===== src/rtl/cfg_seq_pkg.sv =====
package cfg_seq_pkg;

  typedef enum logic [2:0] {
    SQ_IDLE,
    SQ_PULL,
    SQ_HOLD_LO,
    SQ_LET_GO,
    SQ_HOLD_HI,
    SQ_DONE,
    SQ_FAULT
  } seq_state_t;

  localparam logic [1:0] CODE_NONE    = 2'b00;
  localparam logic [1:0] CODE_NO_LOW  = 2'b01;
  localparam logic [1:0] CODE_NO_HIGH = 2'b10;

endpackage


===== src/rtl/cfg_sync2.sv =====
module cfg_sync2 #(
  parameter logic RESET_VAL = 1'b1
) (
  input  logic clk,
  input  logic rst_n,
  input  logic d_i,
  output logic q_o
);

  logic meta_q;
  logic sync_q;

  always_ff @(posedge clk) begin
    if (!rst_n) begin
      meta_q <= RESET_VAL;
      sync_q <= RESET_VAL;
    end else begin
      meta_q <= d_i;
      sync_q <= meta_q;
    end
  end

  assign q_o = sync_q;

endmodule


===== src/rtl/cfg_cycle_timer.sv =====
module cfg_cycle_timer #(
  parameter int W = 8
) (
  input  logic         clk,
  input  logic         rst_n,
  input  logic         clr_i,
  output logic [W-1:0] count_o
);

  localparam logic [W-1:0] TOP = '1;

  logic [W-1:0] cnt_q;

  always_ff @(posedge clk) begin
    if (!rst_n)            cnt_q <= '0;
    else if (clr_i)        cnt_q <= '0;
    else if (cnt_q != TOP) cnt_q <= cnt_q + 1'b1;
  end

  assign count_o = cnt_q;

  // watchdog count never wraps between clears (R5, R7 rely on it)
  p_no_wrap_r5: assert property (@(posedge clk) disable iff (!rst_n)
    !clr_i |=> cnt_q >= $past(cnt_q));

endmodule


===== src/rtl/cfg_reset_seq.sv =====
module cfg_reset_seq
  import cfg_seq_pkg::*;
#(
  parameter int CLK_HZ       = 100_000_000,
  parameter int MIN_PULSE    = 100,
  parameter int LOW_TIMEOUT  = CLK_HZ / 100,
  parameter int HIGH_TIMEOUT = CLK_HZ / 200
) (
  input  logic       clk,
  input  logic       rst_n,
  input  logic       start_i,
  input  logic       init_n_i,
  output logic       prog_n_o,
  output logic       busy_o,
  output logic       ready_o,
  output logic       err_o,
  output logic [1:0] err_code_o
);

  localparam int MAX_LIM_A = (LOW_TIMEOUT > HIGH_TIMEOUT) ? LOW_TIMEOUT : HIGH_TIMEOUT;
  localparam int MAX_LIM   = (MAX_LIM_A > MIN_PULSE) ? MAX_LIM_A : MIN_PULSE;
  localparam int CNT_W     = $clog2(MAX_LIM + 1);
  localparam logic [CNT_W-1:0] MIN_LAST = CNT_W'(MIN_PULSE - 1);
  localparam logic [CNT_W-1:0] LO_LAST  = CNT_W'(LOW_TIMEOUT - 1);
  localparam logic [CNT_W-1:0] HI_LAST  = CNT_W'(HIGH_TIMEOUT - 1);
  localparam logic [CNT_W-1:0] MIN_VAL  = CNT_W'(MIN_PULSE);

  seq_state_t       state_q, state_d;
  logic             stat_s;       // synchronized status, active low
  logic [CNT_W-1:0] cnt_q;
  logic             tmr_clr;
  logic             start_ok;
  logic             low_seen_q;
  logic             seen_low;
  logic             ready_q;
  logic             err_q;
  logic [1:0]       code_q;

  cfg_sync2 #(.RESET_VAL(1'b1)) u_sync (
    .clk   (clk),
    .rst_n (rst_n),
    .d_i   (init_n_i),
    .q_o   (stat_s)
  );

  cfg_cycle_timer #(.W(CNT_W)) u_timer (
    .clk     (clk),
    .rst_n   (rst_n),
    .clr_i   (tmr_clr),
    .count_o (cnt_q)
  );

  assign start_ok = start_i &&
                    (state_q == SQ_IDLE || state_q == SQ_DONE || state_q == SQ_FAULT);
  assign seen_low = low_seen_q || !stat_s;

  always_comb begin
    state_d = state_q;
    unique case (state_q)
      SQ_IDLE, SQ_DONE, SQ_FAULT:
        if (start_ok) state_d = SQ_PULL;
      SQ_PULL:
        if (cnt_q == MIN_LAST) state_d = SQ_HOLD_LO;
      SQ_HOLD_LO:
        if (seen_low)              state_d = SQ_LET_GO;
        else if (cnt_q == LO_LAST) state_d = SQ_FAULT;
      SQ_LET_GO:
        state_d = SQ_HOLD_HI;
      SQ_HOLD_HI:
        if (stat_s)                state_d = SQ_DONE;
        else if (cnt_q == HI_LAST) state_d = SQ_FAULT;
      default:
        state_d = SQ_IDLE;
    endcase
  end

  assign tmr_clr = (state_d != state_q) &&
                   (state_d == SQ_PULL || state_d == SQ_HOLD_HI);

  always_ff @(posedge clk) begin
    if (!rst_n) begin
      state_q    <= SQ_IDLE;
      low_seen_q <= 1'b0;
      ready_q    <= 1'b0;
      err_q      <= 1'b0;
      code_q     <= CODE_NONE;
    end else begin
      state_q <= state_d;
      if (start_ok)
        low_seen_q <= 1'b0;
      else if ((state_q == SQ_PULL || state_q == SQ_HOLD_LO) && !stat_s)
        low_seen_q <= 1'b1;
      ready_q <= (state_q == SQ_HOLD_HI) && (state_d == SQ_DONE);
      if (start_ok) begin
        err_q  <= 1'b0;
        code_q <= CODE_NONE;
      end else if (state_d == SQ_FAULT && state_q != SQ_FAULT) begin
        err_q  <= 1'b1;
        code_q <= (state_q == SQ_HOLD_LO) ? CODE_NO_LOW : CODE_NO_HIGH;
      end
    end
  end

  assign prog_n_o   = !(state_q == SQ_PULL || state_q == SQ_HOLD_LO);
  assign busy_o     = (state_q == SQ_PULL) || (state_q == SQ_HOLD_LO) ||
                      (state_q == SQ_LET_GO) || (state_q == SQ_HOLD_HI);
  assign ready_o    = ready_q;
  assign err_o      = err_q;
  assign err_code_o = code_q;

  // request released only after the minimum low time
  p_prog_min_r3: assert property (@(posedge clk) disable iff (!rst_n)
    $rose(prog_n_o) |-> $past(cnt_q) >= MIN_VAL);

  // ready is a single-cycle pulse
  p_ready_pulse_r6: assert property (@(posedge clk) disable iff (!rst_n)
    ready_o |=> !ready_o);

  // a raised error always carries a nonzero code
  p_err_code_r5: assert property (@(posedge clk) disable iff (!rst_n)
    err_o |-> (err_code_o == CODE_NO_LOW || err_code_o == CODE_NO_HIGH));

  // a cleared flag carries no code
  p_code_clear_r9: assert property (@(posedge clk) disable iff (!rst_n)
    !err_o |-> err_code_o == CODE_NONE);

  // error is sticky until a start arrives
  p_err_sticky_r9: assert property (@(posedge clk) disable iff (!rst_n)
    (err_o && !start_i) |=> err_o);

  // low request implies busy
  p_busy_prog_r8: assert property (@(posedge clk) disable iff (!rst_n)
    !prog_n_o |-> busy_o);

  // ready never coincides with busy
  p_ready_idle_r8: assert property (@(posedge clk) disable iff (!rst_n)
    ready_o |-> !busy_o);

endmodule


===== config.mk =====
export PLATFORM = sky130hd
export DESIGN_NAME = cfg_reset_seq
export DESIGN_NICKNAME = d
export VERILOG_FILES = /design/src/rtl/cfg_seq_pkg.sv /design/src/rtl/cfg_sync2.sv /design/src/rtl/cfg_cycle_timer.sv /design/src/rtl/cfg_reset_seq.sv
export SDC_FILE = /design/constraint.sdc
export NUM_CORES = 1
export LEC_CHECK = 0
export ABC_AREA = 1
export BUFFER_PORTS_ARGS = -buffer_cell sky130_fd_sc_hd__buf_2
export CAP_MARGIN = 10
export CORE_UTILIZATION = 60
export DETAILED_ROUTE_END_ITERATION = 12
export PLACE_DENSITY = 0.77
export SETUP_SLACK_MARGIN = 0.5
export SLEW_MARGIN = 20
export SYNTH_ARGS = -nofsm -noshare
export SYNTH_HDL_FRONTEND = slang
export SYNTH_SLANG_ARGS = --single-unit

===== constraint.sdc =====
create_clock -name clk -period 2.2 [get_ports clk]
set_clock_uncertainty 0.05 [all_clocks]
set_input_delay 0.22 -clock clk [delete_from_list [all_inputs] [get_ports clk]]
set_output_delay 0.22 -clock clk [all_outputs]
set_load 0.05 [all_outputs]

# Yosys cells after proc, flatten, opt, wreduce, memory -nomap -nowiden

Cells that the tools add are included.

Register bits: 30
Input port bits: 4
Output and inout bits: 6
Logic and storage cells: 52

Add/sub/neg operators: 1
Equality and inequality tests: 16
Multiplexer cells: 8
Bitwise operators: 1
Reductions and logical operators: 18

Operator list:

| kind                                                  | number |
|---|---|
| adder 20 x 1 -> 20 bit, second input constant         | 1 |
| equality test 20 x 19 -> 1 bit, second input constant | 1 |
| equality test 20 bit, second input constant           | 1 |
| equality test 20 x 7 -> 1 bit, second input constant  | 1 |
| != test 20 bit, second input constant                 | 1 |
| equality test 3 bit, second input constant            | 6 |
| 2-to-1 mux 3 bit                                      | 6 |
| one-hot mux 3 bit (5 select lines)                    | 1 |
| logical OR 1 bit                                      | 7 |
| equality test 3 x 1 -> 1 bit, second input constant   | 2 |
| equality test 3 x 2 -> 1 bit, second input constant   | 2 |
| logical AND 1 bit                                     | 5 |
| OR reduction 2 bit                                    | 2 |
| zero test 3 bit                                       | 1 |
| != test 3 bit                                         | 1 |
| != test 3 bit, second input constant                  | 1 |
| OR reduction 3 bit                                    | 1 |
| zero test 1 bit                                       | 2 |
| 2-to-1 mux 2 bit                                      | 1 |
| inverter 1 bit                                        | 1 |

# Longest topological paths before layout

Gate-level depths: netlist of run 1.

Depth after elaboration: 10
Depth in mapped cells: 15
Depth with buffers taken out: 14

# Hierarchy

A second synthesis of run 1 with hierarchy kept.

Cells, all modules: 310
Area total of the unflattened synthesis: 1920.6 um2

By module, submodules not included:

| module          | instances | cells an instance | area each (um2) | seq. area each (um2) |
|---|---|---|---|---|
| cfg_cycle_timer | 1         | 170               | 1159.9          | 400.4 |
| cfg_reset_seq   | 1         | 134               | 705.7           | 160.2 |
| cfg_sync2       | 1         | 6                 | 55.1            | 40.0 |

# Least setup slack after synthesis of run 1

OpenSTA, ideal clock, no wires.

Kind: flip-flop to flip-flop
Start point: register u_timer.cnt_q[0], in the netlist u_timer.count_o[0]
End point: register u_timer.cnt_q[18], in the netlist u_timer.count_o[18]
Setup time: 0.117 ns
Data arrival time: 1.582 ns
Path slack: 0.450 ns
Stages on the path, launching flop included: 10
Path buffers: 0
Clock period less this slack: 1.750 ns
Path through: dfxtp_1 > ha_1 > inv_2 > nor2_8 > nand2_2 > nor3_4 > nand4_1 > xnor2_1 > nor2_1 > nor2_4

Cells in the longest elaborated chain, start to end: 8
Elaborated cells on any way between the ends: 17
Classes of those cells: add/sub: 1; eq/ne: 7; mux: 6; reduce/logical: 3

Ends and longest elaborated chain:

| what                                                                   | line                                     | source |
|---|---|---|
| start: declaration                                                     | cfg_cycle_timer.sv:12                    | `logic [W-1:0] cnt_q;` |
| start signal: assignment                                               | cfg_cycle_timer.sv:17                    | `else if (cnt_q != TOP) cnt_q <= cnt_q + 1'b1;` |
| equality test 20 x 19 -> 1 bit or equality test 20 bit (tied branches) | cfg_reset_seq.sv:71, cfg_reset_seq.sv:66 |  |
| 2-to-1 mux 3 bit (on tied branches)                                    | cfg_reset_seq.sv:71, cfg_reset_seq.sv:66 |  |
| 2-to-1 mux 3 bit (on tied branches)                                    | cfg_reset_seq.sv:70, cfg_reset_seq.sv:65 |  |
| one-hot mux 3 bit (5 select lines)                                     | cfg_reset_seq.sv:59                      | `unique case (state_q)` |
| equality test 3 x 1 -> 1 bit or equality test 3 bit (tied branches)    | cfg_reset_seq.sv:78                      | `(state_d == SQ_PULL \|\| state_d == SQ_HOLD_HI);` |
| logical OR 1 bit                                                       | cfg_reset_seq.sv:78                      |  |
| logical AND 1 bit                                                      | cfg_reset_seq.sv:77                      | `assign tmr_clr = (state_d != state_q) &&` |
| OR reduction 2 bit (no source line)                                    | -                                        |  |

Several ways; a longest one is shown, not always the timed one.
A chain may end at the register's enable or synchronous reset.

# Worst setup path in the final report of run 1

Start point: register u_timer.cnt_q[0], in the netlist u_timer.count_o[0]
End point: register u_timer.cnt_q[15], in the netlist u_timer.count_o[15]

Same word-level chain as after synthesis.

==> results of run 1 <==
-- power by group through the flow --
stage,clock [mW],sequential (mW),combinational [mW]
after floorplan,0,0.574,0.112
after CTS,0.306,0.564,0.187
after global placement,0,0.576,0.133
after detailed placement,0,0.576,0.134
after global routing,0.341,0.558,0.228
final,0.303,0.556,0.215
-- registers in the layout, indices dropped and copies added (netlist names) --
| name | count |
|---|---|
| u_sync.meta_q | 1 |
| err_code_o | 2 |
| u_timer.count_o | 20 |
| u_sync.q_o | 1 |
| low_seen_q | 1 |
| state_q | 3 |
| ready_o | 1 |
| err_o | 1 |
-- cell type report --
cell class                 instances  area, um2
timing repair buffer              26      247.7
clock buffer                       7      45.04
multi-input combinational        208       1217
tap                               42      52.55
sequential                        30      650.6
inverter                          33      131.4
fill                             181      531.8
-- metal layers --
| metal | vias up | global-route usage (%) | routed length, um |
|---|---|---|---|
| met5 | - | 0 | 0 |
| met4 | 0 | 13.95 | 74 |
| met3 | 11 | 7.143 | 386 |
| met2 | 88 | 43.02 | 2223 |
| met1 | 841 | 41.76 | 2201 |
| li1 | 924 | - | - |
-- worst max-delay path by stage --
stage / slack, ns / to / cells past startpoint / start
after detailed placement: 0.34 / u_timer.count_o[18] / 8 / u_timer.count_o[8]
after global routing: 0.22 / u_timer.count_o[18] / 10 / u_timer.count_o[0]
after global placement: 0.34 / u_timer.count_o[15] / 8 / u_timer.count_o[8]
after CTS: 0.40 / u_timer.count_o[16] / 13 / u_timer.count_o[0]
after floorplan: 0.51 / u_timer.count_o[11] / 15 / u_timer.count_o[1]
final: 0.31 / u_timer.count_o[15] / 10 / u_timer.count_o[0]
-- cells in the mapped netlist --
| cell type | n | share of area [%] |
|---|---|---|
| dfxtp_1 | 30 | 32 |
| buf_6 | 2 | 1.2 |
| or2_2 | 3 | 0.99 |
| xnor2_1 | 5 | 2.3 |
| xor2_1 | 13 | 6.0 |
| inv_1 | 26 | 5.2 |
| nand2_2 | 5 | 1.7 |
| nor3_1 | 5 | 1.3 |
| nand3_1 | 18 | 4.8 |
| nor2_8 | 1 | 1.1 |
| a31oi_1 | 1 | 0.33 |
| nor2_1 | 50 | 9.9 |
| a21oi_1 | 7 | 1.9 |
| nand3_2 | 4 | 2.1 |
| o211ai_1 | 2 | 0.80 |
| nor3_4 | 1 | 0.86 |
| nor4_1 | 1 | 0.33 |
| nor2_2 | 21 | 7.0 |
| o21bai_2 | 1 | 0.60 |
| nor2_4 | 2 | 1.2 |
| nand2_1 | 56 | 11 |
| inv_2 | 7 | 1.4 |
| nand4_1 | 10 | 3.3 |
| buf_2 | 7 | 1.9 |
| ha_1 | 1 | 0.66 |
| o21ai_0 | 1 | 0.26 |
-- metrics by stage --
step / power (mW) / hold slack [ns]
detailed placement: 0.7107 / 0.3607
finish: 1.075 / 0.01674
global placement: 0.7091 / 0.3502
floorplan: 0.6862 / 0.2676
CTS: 1.057 / 0.01404
global route: 1.126 / 0.01032
-- cells by family (layout without fill, tap and decap cells) --
group	after synthesis	in the layout	synth area share, %
AND/OR/NAND/NOR	177	177	45.69
XOR/XNOR	18	18	8.355
flip-flops	30	30	31.83
adder cells (fa/ha/maj)	1	1	0.6630
AO/OA/AOI/OAI	12	12	3.846
buffers and inverters	42	66	9.615
-- what timing repair did --
item,4_1_cts,5_1_grt
pin swaps,1,7
resized for setup,30,37
cloned,2,1
endpoints found under the setup margin,22,23
buffers inserted,7,6
hold buffers,0,0
==> impl_metrics.toml, run 1 <==
[detailed_routing]
first_pass_iters = 4
wl_per_cell_um = 14.12
drc_errors = 0
vias = 1864
drt_iter0_markers = 164
vias_per_cell = 5.387
antenna_left = 0
routed_wl_mm = 4.886

[power_and_ir_drop]
switchingPower_uw = 311.5
total_leakage_power_nw = 1.050
pwr-share-clk_pct = 28.2
p_seq_share_pct = 51.8
peakVddDrop_uv = 391.5
switching_share_pct = 28.97
comb_power_share_pct = 20.0
power.density_nw_per_um2 = 458.5
p_int_uw = 763.5

[critical_path]
cp.buffers_inverters = 2
cpMaxStageDelayCell = "dfxtp_4"
critPathMaxFanout = 6
ff2ff_setup_slack_ns = 0.31
cp.required_ns = 2.38
critPathCaptureType = "flop"
crit_type = "reg -> reg"
start_kind = "flop"
cp_top_family = "simple AND/OR/NAND/NOR gates"
reg2reg_depth = 10
r2r-end = "u_timer.count_o[15]"
reg2reg_from = "u_timer.count_o[0]"
crit_chain = "ha_4 -> inv_4 -> nor2_8 -> buf_4 -> nand2_2 -> nor3_4 -> nand3_4 -> nand4_1 -> xor2_2 -> nor2_4"
arrival_ns = 2.07
slowest_delay_ns = 0.37

[cts]
clockBufferDepth = 2
clkTransAtPathRegs_ns = 0.08
cts_buffers = 5
cts.htree.levels = 2
cts.sinks = 30
clkLatencyLatePin_ns = 0.34
root_buffer = "clkbuf_4"
cts_tree = "built"

[floorplanning]
die_w_um = 58.08
die_area_um2 = 3373
coreArea_um2 = 2877
die_y_um = 58.08
num_io_pins = 10
fp-row-count = 19
initial_core_util_pct = 65.59

[timing]
timing.final.ws_setup_ns = 0.3118
hold_viol = 0
fin_crit_ns = 1.888
rsz0062_at_grt = "yes"
finalCritPeriodShare_pct = 85.83
fmax_ghz = 0.5296
slew_headroom_pct = 71.28
tightest_slew_ns = 0.4263
finalMaxSlewViolations = 0
finalSetupTns_ns = 0
setup_viol = 0

[layout]
antenna_cells = 0
drive_above_1_share_pct = 39.80
layout_common_cells = "nand2_1, nor2_1, nor2_2"
stdcell_area_um2 = 2345
syn2layout_area_growth_pct = 24.27
layout_commonest_cell = "nand2_1"
post-route-util_pct = 81.51
nNetsFinal = 309
layout.cells.non_filler = 346

[logic_synthesis]
syn_area_per_cell_um2 = 6.739
synth_area_um2 = 1887
synthCells = 280
synth-seq-cells = 30
synth.distinct_cells = 26
syn-num-nets = 285
yosysSeqAreaShare_pct = 31.83
yosysWarnings = 0

[run]
maxCapViolCount = 0

[status]
outcome = "complete, no violations"

[placement]
place_hpwl_mm = 3.001
dpl.cell_count = 323
dp_worst_setup_slack_ns = 0.3386
placed_cell_area_um2 = 1951
place.gp.congestion = 0.8983
port_buffers = 9

[hold_path]
min_from = "init_n_i"
hold_end = "u_sync.meta_q"
min_path_type = "in -> reg"
whs_path_depth = 2

[global_route]
antenna_found_initial = 0
grt_pass1_vias = 1656
grtUsageTotal_pct = 29.83
grt_max_degree = 14
grt_pass1_wl_mm = 7.576
gr-total-overflow = 0
No activity file was read; power rests on OpenSTA's default activity.
==> run 2, diff against run 1 <==
--- a/config.mk
+++ b/config.mk
@@ -11,6 +11,7 @@
 export CORE_UTILIZATION = 60
 export DETAILED_ROUTE_END_ITERATION = 12
 export PLACE_DENSITY = 0.77
+export REMOVE_ABC_BUFFERS = 1
 export SETUP_SLACK_MARGIN = 0.5
 export SLEW_MARGIN = 20
 export SYNTH_ARGS = -nofsm -noshare
==> impl_metrics.toml, run 2 (synthesis results as in run 1) <==
[cts]
cts.sinks = 30
cts.htree.levels = 2
clockBufferDepth = 2
clkLatencyLatePin_ns = 0.32
hold_buffers = 0
cts_tree = "built"
clkTransAtPathRegs_ns = 0.09
cts_buffers = 5
root_buffer = "clkbuf_4"

[timing]
finalSetupTns_ns = 0
slew_headroom_pct = 68.19
rsz0062_at_grt = "yes"
fmax_ghz = 0.5072
setup_viol = 0
finalMaxSlewViolations = 0
tightest_slew_ns = 0.4721
timing.final.ws_setup_ns = 0.2284
finalCritPeriodShare_pct = 89.62
hold_viol = 0
fin_crit_ns = 1.972

[layout]
largest_reg_flops = 20
layout_common_cells = "nand2_1, nor2_1, nor2_2"
syn2layout_area_growth_pct = 20.82
layout_commonest_cell = "nand2_1"
layout.cells.non_filler = 345
drive_above_1_share_pct = 36.63
nNetsFinal = 307
fillerInstances = 214
antenna_cells = 0

[floorplanning]
fp-row-count = 19
initial_core_util_pct = 65.59
die_area_um2 = 3373
die_y_um = 58.08
coreArea_um2 = 2877
num_io_pins = 10
die_w_um = 58.08

[critical_path]
arrival_ns = 2.14
cp.buffers_inverters = 2
cpMaxStageDelayCell = "dfxtp_1"
crit_chain = "buf_4 -> nor2_1 -> nand2_1 -> nor2_1 -> nand3_1 -> nor2_1 -> nor2_1 -> nand2_1 -> nand2_2 -> nand3_2 -> nand3_2 -> nand2_4 -> clkbuf_16 -> nor2_2"
start_kind = "flop"
cp_top_family = "simple AND/OR/NAND/NOR gates"
cp.required_ns = 2.37
slowest_delay_ns = 0.32
critPathCaptureType = "flop"
crit_type = "reg -> reg"
critPathMaxFanout = 6
cp_common_cell = "nor2_1"

[power_and_ir_drop]
peakVddDrop_uv = 431.8
total_leakage_power_nw = 1.040
switchingPower_uw = 303.1
p_int_uw = 854.4
switching_share_pct = 26.19
p_seq_share_pct = 48.8
pwr-share-clk_pct = 34.5
comb_power_share_pct = 16.8
power.density_nw_per_um2 = 507.7

[detailed_routing]
vias_per_cell = 5.371
first_pass_iters = 6
drt_iter0_markers = 177
antenna_left = 0
drc_errors = 0
wl_per_cell_um = 13.27
vias = 1853
routed_wl_mm = 4.578

[global_route]
grt_pass1_wl_mm = 7.024
grt_max_degree = 14
grtUsageTotal_pct = 27.68
grt_pass1_vias = 1532
antenna_found_initial = 0
gr-total-overflow = 0

[placement]
dpl.cell_count = 324
place.gp.congestion = 0.9093
dp_worst_setup_slack_ns = 0.2215
place_hpwl_mm = 2.949
port_buffers = 9

[hold_path]
min_path_type = "in -> reg"

[run]
maxCapViolCount = 0

[status]
outcome = "complete, no violations"
-- run 2: changes by cell type in the layout (fill, tap and decap cells not counted), moves of 2 or more --
cell	delta
clkbuf_8	+3
nand2_1	+3
dfxtp_4	-6
nor2_4	-3
nor2_1	+3
nand2_2	-3
clkbuf_1	-2
dfxtp_1	+5
-- run 2: repair_timing --
action	in CTS	in global routing
resized for setup	15	33
pin swaps	2	13
cloned	1	1
buffers inserted	3	8
endpoints found under the setup margin	23	24
-- run 2: area by class of cell --
class / count / area (um2) / area share (%)
clock buffer: 8 / 78.83 / 3.458
timing repair buffer: 24 / 212.7 / 9.330
inverter: 33 / 131.4 / 5.763
tap: 42 / 52.55 / 2.305
multi-input combinational: 208 / 1175 / 51.54
sequential: 30 / 629.4 / 27.61
-- run 2: final timing paths --
path                                         start             endpoint  slack [ns]  cells after the start
worst max-delay path            u_timer.count_o[4]  u_timer.count_o[14]        0.23                     14
worst max register to register  u_timer.count_o[4]  u_timer.count_o[14]        0.23                     14
worst min-delay path                      init_n_i        u_sync.meta_q        0.03                      2
worst min register to register       u_sync.meta_q           u_sync.q_o        0.37                      1
-- run 2: per-layer routing --
layer  GRT usage (%)  vias to the layer above  routed length (um)
met5               0                        -                   0
met4           11.90                        0                  90
met3           6.920                       17                 317
met2           40.39                       77                1949
met1           38.60                      845                2222
li1                -                      914                   -
-- run 2: through the flow --
step	power (mW)	instance area, um2	hold slack [ns]	util, %
finish	1.157	2280	0.02714	79.25
global route	1.204	2280	0.01738	79.25
CTS	1.134	2117	0.02009	73.60
detailed placement	0.7085	1954	0.3545	67.94
global placement	0.7070	1954	0.3563	67.94
floorplan	0.6724	1829	0.2676	-
-- run 2: worst reg2reg max path: stages (launching register included) --
cell	delay, ns
dfxtp_1	0.32
buf_4	0.16
nor2_1	0.11
nand2_1	0.06
nor2_1	0.17
nand3_1	0.14
nor2_1	0.11
nor2_1	0.05
nand2_1	0.13
nand2_2	0.07
nand3_2	0.07
nand3_2	0.09
nand2_4	0.14
clkbuf_16	0.17
nor2_2	0.04
-- run 2: power by group through the flow --
stage	logic, mW	registers [mW]	clock network, mW
6_report	0.194	0.564	0.399
4_1_cts	0.161	0.566	0.407
3_3_place_gp	0.133	0.574	0
2_1_floorplan	0.0994	0.573	0
5_1_grt	0.208	0.566	0.430
3_5_place_dp	0.133	0.575	0
